==> config.mk <==
export PLATFORM = sky130hd
export DESIGN_NAME = vec_agu
export DESIGN_NICKNAME = d
export VERILOG_FILES = /design/src/rtl/vec_agu_pkg.sv /design/src/rtl/vec_agu_ctrl.sv /design/src/rtl/vec_agu_stride.sv /design/src/rtl/vec_agu_idx.sv /design/src/rtl/vec_agu.sv
export SDC_FILE = /design/constraint.sdc
export NUM_CORES = 1
export LEC_CHECK = 0
export BUFFER_PORTS_ARGS = -buffer_cell sky130_fd_sc_hd__buf_2
export CAP_MARGIN = 0
export CORE_MARGIN = 2
export CORE_UTILIZATION = 35
export DETAILED_ROUTE_END_ITERATION = 6
export PLACE_DENSITY = 0.61
export SLEW_MARGIN = 5
export SYNTH_ARGS = -nofsm -noshare
export SYNTH_HDL_FRONTEND = slang
export SYNTH_SLANG_ARGS = --single-unit
==> constraint.sdc <==
create_clock -name clk_i -period 6.3 [get_ports clk_i]
set_input_delay 0.63 -clock clk_i [delete_from_list [all_inputs] [get_ports clk_i]]
set_output_delay 0.63 -clock clk_i [all_outputs]
set_load 0.02 [all_outputs]
==> src/rtl/vec_agu_pkg.sv <==
package vec_agu_pkg;
  localparam int unsigned WORD_W = 64;

  typedef enum logic [1:0] {
    AM_UNIT   = 2'd0,
    AM_STRIDE = 2'd1,
    AM_RSV2   = 2'd2,
    AM_RSV3   = 2'd3
  } amode_e;

  // log2 of index element size in bytes: code 0=64b .. 3=8b
  function automatic logic [1:0] ew_shift(input logic [1:0] ew);
    return 2'd3 - ew;
  endfunction
endpackage

==> src/rtl/vec_agu_ctrl.sv <==
module vec_agu_ctrl #(
  parameter int unsigned CNT_W = 10
) (
  input  logic             clk_i,
  input  logic             rst_ni,
  input  logic             start_i,
  input  logic             illegal_i,
  input  logic [CNT_W-1:0] n_i,
  input  logic             ready_i,
  output logic             load_o,
  output logic             step_o,
  output logic             valid_o,
  output logic [CNT_W-1:0] elem_o,
  output logic             done_o,
  output logic             illegal_o
);
  typedef enum logic {ST_IDLE, ST_RUN} st_e;
  st_e              st_q;
  logic [CNT_W-1:0] cnt_q, n_q;
  logic             done_q, ill_q;

  assign load_o    = start_i && (st_q == ST_IDLE);
  assign valid_o   = (st_q == ST_RUN);
  assign step_o    = valid_o && ready_i;
  assign elem_o    = cnt_q;
  assign done_o    = done_q;
  assign illegal_o = ill_q;

  always_ff @(posedge clk_i or negedge rst_ni) begin
    if (!rst_ni) begin
      st_q   <= ST_IDLE;
      cnt_q  <= '0;
      n_q    <= '0;
      done_q <= 1'b0;
      ill_q  <= 1'b0;
    end else begin
      done_q <= 1'b0;
      ill_q  <= 1'b0;
      unique case (st_q)
        ST_IDLE: if (start_i) begin
          if (illegal_i)      ill_q  <= 1'b1;
          else if (n_i == '0) done_q <= 1'b1;
          else begin
            st_q  <= ST_RUN;
            cnt_q <= '0;
            n_q   <= n_i;
          end
        end
        ST_RUN: if (ready_i) begin
          if (cnt_q == n_q - 1'b1) begin
            st_q   <= ST_IDLE;
            done_q <= 1'b1;
          end else begin
            cnt_q <= cnt_q + 1'b1;
          end
        end
        default: st_q <= ST_IDLE;
      endcase
    end
  end
endmodule

==> src/rtl/vec_agu_stride.sv <==
module vec_agu_stride #(
  parameter int unsigned ADDR_W = 64
) (
  input  logic              clk_i,
  input  logic              rst_ni,
  input  logic              load_i,
  input  logic              step_i,
  input  logic [ADDR_W-1:0] init_i,
  input  logic [ADDR_W-1:0] inc_i,
  output logic [ADDR_W-1:0] off_o
);
  logic [ADDR_W-1:0] off_q, inc_q;

  // running offset replaces a per-element multiply
  always_ff @(posedge clk_i or negedge rst_ni) begin
    if (!rst_ni) begin
      off_q <= '0;
      inc_q <= '0;
    end else if (load_i) begin
      off_q <= init_i;
      inc_q <= inc_i;
    end else if (step_i) begin
      off_q <= off_q + inc_q;
    end
  end

  assign off_o = off_q;
endmodule

==> src/rtl/vec_agu_idx.sv <==
module vec_agu_idx
  import vec_agu_pkg::*;
#(
  parameter int unsigned CNT_W = 10
) (
  input  logic [CNT_W-1:0]  elem_i,
  input  logic [1:0]        ew_i,
  input  logic [WORD_W-1:0] word_i,
  output logic [CNT_W-1:0]  word_addr_o,
  output logic [WORD_W-1:0] val_o
);
  logic [CNT_W+2:0]  byte_off;
  logic [2:0]        lane;
  logic [WORD_W-1:0] shifted;

  assign byte_off    = {3'b000, elem_i} << ew_shift(ew_i);
  assign word_addr_o = byte_off[CNT_W+2:3];
  assign lane        = byte_off[2:0];
  assign shifted     = word_i >> {lane, 3'b000};

  always_comb begin
    unique case (ew_i)
      2'd0:    val_o = shifted;
      2'd1:    val_o = {32'b0, shifted[31:0]};
      2'd2:    val_o = {48'b0, shifted[15:0]};
      default: val_o = {56'b0, shifted[7:0]};
    endcase
  end
endmodule

==> src/rtl/vec_agu.sv <==
module vec_agu
  import vec_agu_pkg::*;
#(
  parameter int unsigned VL_W    = 7,
  parameter int unsigned SUBVL_W = 3,
  parameter int unsigned SIZE_W  = 4,
  parameter int unsigned IMM_W   = 16,
  localparam int unsigned CNT_W  = VL_W + SUBVL_W,
  localparam int unsigned ADDR_W = WORD_W
) (
  input  logic               clk_i,
  input  logic               rst_ni,
  input  logic               start_i,
  input  logic [1:0]         mode_i,
  input  logic               indexed_i,
  input  logic               ra_vec_i,
  input  logic [IMM_W-1:0]   imm_i,
  input  logic [SIZE_W-1:0]  size_i,
  input  logic [VL_W-1:0]    vl_i,
  input  logic [SUBVL_W-1:0] subvl_i,
  input  logic [1:0]         idx_ew_i,
  input  logic [ADDR_W-1:0]  base_i,
  input  logic [ADDR_W-1:0]  vbase_i,
  input  logic [WORD_W-1:0]  idx_word_i,
  input  logic               ready_i,
  output logic [CNT_W-1:0]   idx_word_o,
  output logic [ADDR_W-1:0]  addr_o,
  output logic [CNT_W-1:0]   elem_o,
  output logic               valid_o,
  output logic               done_o,
  output logic               illegal_o
);
  logic [CNT_W-1:0]  n_w;
  logic              illegal_w, unit_w, load, step;
  logic [ADDR_W-1:0] imm_x, init_w, inc_w, off, idx_val;
  logic [ADDR_W-1:0] base_q;
  logic              indexed_q, ra_vec_q;
  logic [1:0]        ew_q;

  assign n_w       = CNT_W'(vl_i) * CNT_W'(subvl_i);
  assign illegal_w = !indexed_i && mode_i[1];
  assign unit_w    = !indexed_i && !ra_vec_i && (amode_e'(mode_i) == AM_UNIT);
  assign imm_x     = {{(ADDR_W-IMM_W){imm_i[IMM_W-1]}}, imm_i};
  assign init_w    = unit_w ? imm_x : '0;
  assign inc_w     = unit_w ? ADDR_W'(size_i) : imm_x;

  always_ff @(posedge clk_i or negedge rst_ni) begin
    if (!rst_ni) begin
      base_q    <= '0;
      indexed_q <= 1'b0;
      ra_vec_q  <= 1'b0;
      ew_q      <= '0;
    end else if (load) begin
      base_q    <= base_i;
      indexed_q <= indexed_i;
      ra_vec_q  <= ra_vec_i;
      ew_q      <= idx_ew_i;
    end
  end

  vec_agu_ctrl #(.CNT_W(CNT_W)) u_ctrl (
    .clk_i     (clk_i),
    .rst_ni    (rst_ni),
    .start_i   (start_i),
    .illegal_i (illegal_w),
    .n_i       (n_w),
    .ready_i   (ready_i),
    .load_o    (load),
    .step_o    (step),
    .valid_o   (valid_o),
    .elem_o    (elem_o),
    .done_o    (done_o),
    .illegal_o (illegal_o)
  );

  vec_agu_stride #(.ADDR_W(ADDR_W)) u_stride (
    .clk_i  (clk_i),
    .rst_ni (rst_ni),
    .load_i (load),
    .step_i (step),
    .init_i (init_w),
    .inc_i  (inc_w),
    .off_o  (off)
  );

  vec_agu_idx #(.CNT_W(CNT_W)) u_idx (
    .elem_i      (elem_o),
    .ew_i        (ew_q),
    .word_i      (idx_word_i),
    .word_addr_o (idx_word_o),
    .val_o       (idx_val)
  );

  always_comb begin
    if (indexed_q)     addr_o = base_q + idx_val;
    else if (ra_vec_q) addr_o = vbase_i + off;
    else               addr_o = base_q + off;
  end
endmodule

==> results of run 1 <==
[critical path: stages, from the launching register on]
cell	delay, ps
dfrtp_2	450
buf_6	170
nand2_1	60
o21ai_0	120
nand2_1	150
o21a_4	180
buf_12	140
a21oi_1	50
a21oi_2	230
ha_2	260
fa_2	260
a211oi_4	90
o21ai_2	200
a21oi_4	100
or4_4	530
nand2_4	120
a31oi_4	130
o41ai_4	450
a31oi_4	180
o31ai_4	360
a31oi_4	130
o21bai_2	170
xnor2_1	130
a21oi_1	100
buf_4	210
[cell type report]
class,instances,area [µm²],share of cell area [%]
repair buffers,384,2200,8.97
diodes,3,7.51,0.0305
well taps,773,967,3.93
clock buffers,18,429,1.75
multi-input cells,2472,16300,66.4
inverters,60,225,0.916
flip-flops and latches,171,4290,17.4
clock inverters,14,134,0.544
[metrics by stage]
stage / util [%] / hold slack [ps]
final: 41.5 / 116
after global routing: 41.5 / 140
after CTS: 40.6 / 110
after detailed placement: 39.5 / 482
after global placement: 39.5 / 465
after floorplan: - / 334
[synthesized netlist by cell type (all sizes together) (20+ instances only)]
library cell,instances
o21ai,175
and3,22
and2,49
inv,60
o31ai,24
xnor2,101
a211oi,37
ha,200
nor2b,20
buf,23
o21bai,42
nor3,52
o21a,24
clkbuf,116
nand3,58
a21o,130
mux2i,68
mux2,71
nand2,536
dfrtp,171
xor2,86
nand2b,31
a31oi,36
a21oi,312
nand4,29
nor2,220
[layer usage]
layer / vias to the layer above / wire length (µm)
met3: 111 / 4930
met4: 2 / 2880
met2: 748 / 33700
li1: 10700 / -
met5: - / 10
met1: 10100 / 38400
[registers in the layout (all words and copies together), names as in the netlist]
signal	count
u_stride.off_o	64
u_ctrl.elem_o	10
ew_q	2
base_q	64
ra_vec_q	1
u_ctrl.illegal_o	1
u_stride.inc_q	16
u_ctrl.done_o	1
u_ctrl.valid_o	1
u_ctrl.n_q	10
indexed_q	1
[worst paths after layout]
path / from / endpoint / slack, ps / cells after the start
worst max-delay path: ew_q[1]$_DFFE_PN0P_ / addr_o[58] / 180 / 24
min in group clk_i: base_i[12] / base_q[12]$_DFFE_PN0P_ / 310 / 3
max in group asynchronous: rst_ni / ew_q[0]$_DFFE_PN0P_ / 4740 / 2
worst min register to register: u_stride.inc_q[13]$_DFFE_PN0P_ / u_stride.inc_q[13]$_DFFE_PN0P_ / 500 / 2
worst max register to register: u_stride.inc_q[62]$_DFFE_PN0P_ / u_stride.off_o[53]$_DFFE_PN0P_ / 1820 / 15
worst min-delay path: rst_ni / u_stride.off_o[54]$_DFFE_PN0P_ / 120 / 1
[repair_timing]
action                     in CTS  in global routing
setup endpoints to repair      14                 24
cloned                          0                  1
buffers inserted                0                 23
pin swaps                       2                 19
gates resized for setup        13                 79
[kinds of logic after synthesis]
logic type	Yosys count	share of synthesized area, %
compound gates	869	26.0
xor+xnor	187	7.79
fa+ha+maj	209	12.8
buf+inv	199	3.60
flops	171	20.4
mux	139	7.04
simple gates	1068	22.4
==> impl_metrics.tcl, run 1 <==
set metrics [dict create \
    startpoint_type "flip-flop" \
    synth_flop_cell "dfrtp_1" \
    cts.sinks 171 \
    syn_area_mm2 0.0210 \
    place.gp.congestion 0.996 \
    mostFrequentLayoutCell "nand2_1" \
    cts_tree "done" \
    use_met2_pct 36.6 \
    grt_antenna_before_repair 6 \
    period_share_pct 97.1 \
    status "complete, no violations" \
    synth.distinct_cells 82 \
    drc_errors 0 \
    grtUsageMet3_pct 4.45 \
    core_mm2 0.0592 \
    drt_wl_total_um 79900 \
    rows 89 \
    finClkSkew_ps 14.8 \
    numCtsBuffers 17 \
    initial_core_util_pct 35.5 \
    chipWidth_um 249 \
    async_flop_share_pct 100 \
    vias_per_cell 5.56 \
    first_global_vias 20000 \
    grt_usage_pct 24.7 \
    hold_violations 0 \
    antenna_left 0 \
    place_ws_ps 264 \
    worstPathRequired_ps 5670 \
    drtIter0Drc 1812 \
    critPathKind "flip-flop to output pin" \
    grt_overflow 0 \
    busiest_layer "met2" \
    min_path_type "primary input to asynchronous set/reset pin" \
    place_hpwl_um 63900 \
    fill_cells 6235 \
    placed_area_mm2 0.0234 \
    insertion_delay_ps 500 \
    area_growth_pct 17.0 \
    nets 3547 \
    wl_per_cell_um 20.5 \
    port_buffers 318 \
    h-tree-depth 4 \
    vias 21600 \
    fin_area_mm2 0.0246 \
    drive_above_1_share_pct 18.6 \
    synthTopCellsByArea "dfrtp_1, ha_1, nand2_1" \
    clockBufferDepth 2 \
    yosysSeqAreaShare_pct 20.4 \
    max_freq_mhz 163 \
    cp.arrival_ps 5490 \
    max-cap-violations 0 \
    num_io_pins 319 \
    synthCells 2842 \
    synth-seq-cells 171 \
    cts_hold_buf 0 \
    path_clk_slew_ps 80 \
    endpoint_kind "output pin" \
    grt_start_max_net_pins 91 \
    syn_nets 3283 \
    root_buffer "clkbuf_16" \
    die_h_um 249 \
    die-area_mm2 0.0620 \
    grt_pass1_wl_um 119000 \
    avgSynthCellArea_um2 7.40 \
    slew_violations 0 \
    setup_viol 0 \
    dp.cells 3836 \
    dr.pass1.iters 5 \
    fin_cells 3895 \
    yosys.area.top_type "dfrtp_1" \
    use_met1_pct 35.7 \
    finalWorstPathRequiredPeriod_ps 6120 \
    worst_slack_ps 181 \
    yosysWarningCount 0 \
    synth_top_area_share_pct 20.4 \
    tightest_slew_ps 929 \
    setup_tns_ps 0 \
    synth_edf_count 0 \
    worst-path-max-fanout 12 \
    slew_headroom_pct 38.1 \
    final_cell_mix "nand2_1, buf_2, a21oi_1, nor2_1, ha_1" \
]
Power of run 1 is not shown: default switching activity piles up to over one toggle a cycle in this logic, so the estimate is an artifact.
==> inputs of run 2 (changes only) <==
--- a/config.mk
+++ b/config.mk
@@ -9,6 +9,7 @@
 export CAP_MARGIN = 0
 export CORE_MARGIN = 2
 export CORE_UTILIZATION = 35
+export CTS_BUF_LIST = sky130_fd_sc_hd__clkbuf_4 sky130_fd_sc_hd__clkbuf_8
 export DETAILED_ROUTE_END_ITERATION = 6
 export PLACE_DENSITY = 0.61
 export SLEW_MARGIN = 5
==> run 2 against run 1 <==
Count of clock-buffer cells in the layout unchanged. Clock skew grew 2.7 ps. Final cell count hardly changed. Register-to-register slack better by 30 ps. First-iteration DRC count is 5.1% higher. Highest routed layer unchanged. Critical path depth down 1. Largest cell class unchanged. Global-route usage is essentially flat. Non-clock buffer count did not move. Critical path type unchanged.
==> impl_metrics.tcl, run 2 (synthesis results as in run 1) <==
set metrics [dict create \
    grt_overflow 0 \
    cts_hold_buf 0 \
    path_cells "buf_6 > nand2_1 > o21ai_0 > nand2_1 > o21a_4 > clkbuf_16 > a21oi_2 > ha_2 > fa_2 > a211oi_4 > o21ai_2 > a21oi_4 > or4_4 > nand2_4 > a31oi_4 > o41ai_4 > a31oi_4 > o31ai_4 > a31oi_4 > o21bai_2 > xnor2_1 > a21oi_1 > buf_4" \
    mostFrequentLayoutCell "nand2_1" \
    cts_tree "done" \
    slew_violations 0 \
    chipWidth_um 249 \
    initial_core_util_pct 35.5 \
    status "complete, no violations" \
    grt_antenna_before_repair 7 \
    worst_path_max_delay_cell "or4_4" \
    tightest_slew_ps 922 \
    numCtsBuffers 17 \
    wl_per_cell_um 20.6 \
    period_share_pct 98.5 \
    fin_area_mm2 0.0245 \
    grt_usage_pct 24.7 \
    drive_above_1_share_pct 18.8 \
    rsz0062_at_grt "true" \
    cp.arrival_ps 5580 \
    worstPathRequired_ps 5670 \
    setup_viol 0 \
    rr_worst_depth 15 \
    max_freq_mhz 161 \
    insertion_delay_ps 580 \
    hold_violations 0 \
    min_path_type "primary input to asynchronous set/reset pin" \
    crit_path_start "ew_q[1]$_DFFE_PN0P_" \
    path_clk_slew_ps 110 \
    clockBufferDepth 2 \
    crit_top_cell "a31oi_4" \
    antenna_left 0 \
    slew_headroom_pct 38.5 \
    core_mm2 0.0592 \
    vias_per_cell 5.56 \
    h-tree-depth 4 \
    max-cap-violations 0 \
    drtIter0Drc 1904 \
    root_buffer "clkbuf_8" \
    grt_start_max_net_pins 91 \
    grt_pass1_wl_um 119000 \
    area_growth_pct 16.4 \
    die-area_mm2 0.0620 \
    finClkSkew_ps 17.5 \
    num_io_pins 319 \
    vias 21700 \
    die_h_um 249 \
    drc_errors 0 \
    port_buffers 318 \
    worst-path-max-fanout 12 \
    finalWorstPathRequiredPeriod_ps 6210 \
    post-route-util_pct 41.3 \
    drt_wl_total_um 80200 \
    endpoint_kind "output pin" \
    rows 89 \
    reg2reg_from "u_stride.inc_q[62]$_DFFE_PN0P_" \
    slowest_delay_ps 530 \
    cts.sinks 171 \
    place.gp.congestion 0.996 \
    placed_area_mm2 0.0234 \
    dr.pass1.iters 5 \
    first_global_vias 20000 \
    startpoint_type "flip-flop" \
    final_cell_mix "nand2_1, buf_2, a21oi_1, nor2_1, ha_1" \
    nets 3548 \
    critPathKind "flip-flop to output pin" \
    place_hpwl_um 63900 \
]
==> run 2: final cells by class <==
type | instances | area [µm²]
sequential | 171 | 4290
fill | 6257 | 34800
clock buffer | 18 | 241
timing repair buffer | 384 | 2230
antenna | 3 | 7.51
inverter | 60 | 225
multi-input combinational | 2473 | 16400
tap | 773 | 967
clock inverter | 14 | 134
==> run 2: path summary, 6_finish.rpt <==
kind | to | slack, ps
setup / recovery | addr_o[58] | 90
hold / removal | u_stride.off_o[54]$_DFFE_PN0P_ | 20
setup reg to reg | u_stride.off_o[53]$_DFFE_PN0P_ | 1850
hold reg to reg | u_stride.inc_q[13]$_DFFE_PN0P_ | 500
max in group asynchronous | indexed_q$_DFFE_PN0P_ | 4850
min in group clk_i | base_q[56]$_DFFE_PN0P_ | 230
==> run 2: per-stage QoR <==
| stage | TNS, ps | std cells | hold slack, ps | worst slack, ps |
|---|---|---|---|---|
| floorplan | 0 | 2842 | 334 | 150 |
| global placement | 0 | 3836 | 465 | 314 |
| detailed placement | 0 | 3836 | 482 | 264 |
| CTS | 0 | 3869 | 10.0 | 2.12 |
| global route | -551 | 3896 | 40.4 | -135 |
| finish | 0 | 3896 | 23.7 | 91.5 |
==> run 2: per-layer routing <==
layer | vias to the layer above | GRT usage [%] | wire (µm)
met3 | 112 | 4.27 | 4740
met1 | 10100 | 35.6 | 38500
li1 | 10700 | - | -
met4 | 2 | 9.38 | 2890
met2 | 723 | 36.6 | 34100
met5 | - | 0 | 10
==> run 2: what timing repair did <==
action                                 4_1_cts  5_1_grt
endpoints found under the hold margin        0        0
pin swaps                                    2       26
gates cloned                                 0        3
resized for setup                           19       87
buffers inserted                             1       21
setup endpoints to repair                   16       24
==> run 2: worst max-delay path, delay by kind of cell (launching register included) <==
kind / cells / cell delay [ps]
flops: 1 / 440
compound gates: 13 / 2460
xor+xnor: 1 / 130
buf+inv: 3 / 550
fa+ha+maj: 2 / 520
simple gates: 4 / 900
Power of run 2 is left out for the same reason.
==> inputs of run 3 (changes only) <==
--- a/config.mk
+++ b/config.mk
@@ -5,9 +5,8 @@
 export SDC_FILE = /design/constraint.sdc
 export NUM_CORES = 1
 export LEC_CHECK = 0
-export BUFFER_PORTS_ARGS = -buffer_cell sky130_fd_sc_hd__buf_2
+export BUFFER_PORTS_ARGS = -buffer_cell sky130_fd_sc_hd__buf_4
 export CAP_MARGIN = 0
-export CORE_MARGIN = 2
 export CORE_UTILIZATION = 35
 export CTS_BUF_LIST = sky130_fd_sc_hd__clkbuf_4 sky130_fd_sc_hd__clkbuf_8
 export DETAILED_ROUTE_END_ITERATION = 6
==> run 3 against run 2 <==
The flow now finishes with violations (design-rule violations). Highest routed layer is now met4. Critical endpoint is now addr_o[61]. Sequential share of layout area is 0.47 points lower. Die area is 1.6% lower. Critical path depth is 2 lower.
==> impl_metrics.tcl, run 3 (synthesis results as in run 1) <==
set metrics [dict create \
    nets 3536 \
    vias 21500 \
    final_cell_mix "nand2_1, buf_4, a21oi_1, nor2_1, ha_1" \
    slew_violations 0 \
    place.gp.congestion 0.977 \
    slew_headroom_pct 33.1 \
    drt_wl_total_um 80400 \
    status "complete, but fails checks" \
    grt_pass1_wl_um 119000 \
    min_path_type "primary input to flip-flop" \
    core_mm2 0.0591 \
    period_share_pct 96.5 \
    grt_start_max_net_pins 110 \
    insertion_delay_ps 590 \
    worst-path-max-fanout 24 \
    drc_errors 76 \
    chipWidth_um 247 \
    dr.pass1.iters 7 \
    wl_per_cell_um 20.7 \
    crit_path_start "ew_q[1]$_DFFE_PN0P_" \
    dp.cells 3829 \
    die_h_um 247 \
    drive_above_1_share_pct 17.9 \
    rsz0062_at_grt "true" \
    port_buffers 318 \
    antenna_left 0 \
    worst_slack_ps 219 \
    max-cap-violations 0 \
    finClkSkew_ps 19.7 \
    holdWs_ps 225 \
    finalWorstPathRequiredPeriod_ps 6080 \
    critPathKind "flip-flop to output pin" \
    rows 89 \
    fin_cells 3885 \
    h-tree-depth 4 \
    initial_core_util_pct 35.6 \
    endpoint_kind "output pin" \
    place_ws_ps 358 \
    grt_overflow 0 \
    vias_per_cell 5.54 \
    hold_violations 0 \
    place_hpwl_um 64300 \
    tightest_slew_ps 1000 \
    die-area_mm2 0.0611 \
    root_buffer "clkbuf_8" \
    min_path_cells 3 \
    cp.arrival_ps 5450 \
    min_from "base_i[9]" \
    rr_worst_depth 15 \
    first_global_vias 19900 \
    grt_antenna_before_repair 4 \
    grt_usage_pct 25.7 \
    setup_viol 0 \
    num_io_pins 319 \
    mostFrequentLayoutCell "nand2_1" \
    startpoint_type "flip-flop" \
    clockBufferDepth 2 \
    path_clk_slew_ps 120 \
    cts.sinks 171 \
    drtIter0Drc 1934 \
    cts_tree "done" \
    max_freq_mhz 164 \
    reg2reg_from "u_stride.inc_q[62]$_DFFE_PN0P_" \
    numCtsBuffers 17 \
    worstPathRequired_ps 5670 \
    area_growth_pct 19.6 \
    violations "design-rule violations" \
]
[run 3: cell count changes in the layout (fill, tap and decap cells not counted), moves of 4 or more]
cell and change:
buf_2 -315, buf_4 +307, a21oi_1 +10, a21oi_2 -9
ha_1 +8, ha_2 -7, buf_6 -4
[run 3: area by class of cell]
cell class	count	area, µm²
Fill cell	6074	34000
Clock inverter	15	195
Tap cell	773	967
Sequential cell	171	4290
Antenna cell	4	10.0
Multi-Input combinational cell	2472	16300
Clock buffer	17	234
Timing Repair Buffer	373	2950
Inverter	60	225
[run 3: final timing paths]
kind / end / slack, ps
min in group asynchronous: u_stride.off_o[54]$_DFFE_PN0P_ / 560
worst min-delay path: base_q[9]$_DFFE_PN0P_ / 220
worst max register to register: u_stride.off_o[53]$_DFFE_PN0P_ / 1830
worst min register to register: u_stride.inc_q[12]$_DFFE_PN0P_ / 500
worst max-delay path: addr_o[61] / 220
max in group asynchronous: indexed_q$_DFFE_PN0P_ / 4610
[run 3: stage by stage]
stage          util (%)  TNS (ps)  cell area, µm²
2_1_floorplan         -         0           21000
4_1_cts            41.9         0           24800
6_report           42.5         0           25100
3_5_place_dp       41.0         0           24200
3_3_place_gp       41.0         0           24200
5_1_grt            42.5      -199           25100
[run 3: what timing repair did]
action                                 4_1_cts  5_1_grt
setup endpoints to repair                   13       21
endpoints found under the hold margin        3        0
hold buffers                                 1        0
setup buffers                                0       14
cloned                                       1        4
pin swaps                                    0       17
gates resized for setup                     14       43
[run 3: per-layer routing]
metal	global-route usage [%]	part of all wire, %	up-vias
met4	10.3	3.7	0
met3	3.43	5.5	108
met1	37.3	48	10100
met5	0	0	-
li1	-	-	10700
met2	38.0	43	646
[run 3: worst max-delay path: stages (launching register included)]
cell and delay, ps:
dfrtp_2 530, o21ai_0 240, nand2_1 120, o21ai_1 150
buf_12 220, a21oi_1 60, nor3_1 450, ha_1 340
nand3_1 160, o31ai_1 250, a31oi_1 80, o21a_1 230
a31oi_2 220, a41o_1 280, o21ai_4 100, o31ai_4 430
o31ai_4 120, o31ai_1 210, a21oi_1 110, xor2_1 160
mux2i_1 200, buf_4 180
Power of run 3 is left out for the same reason.
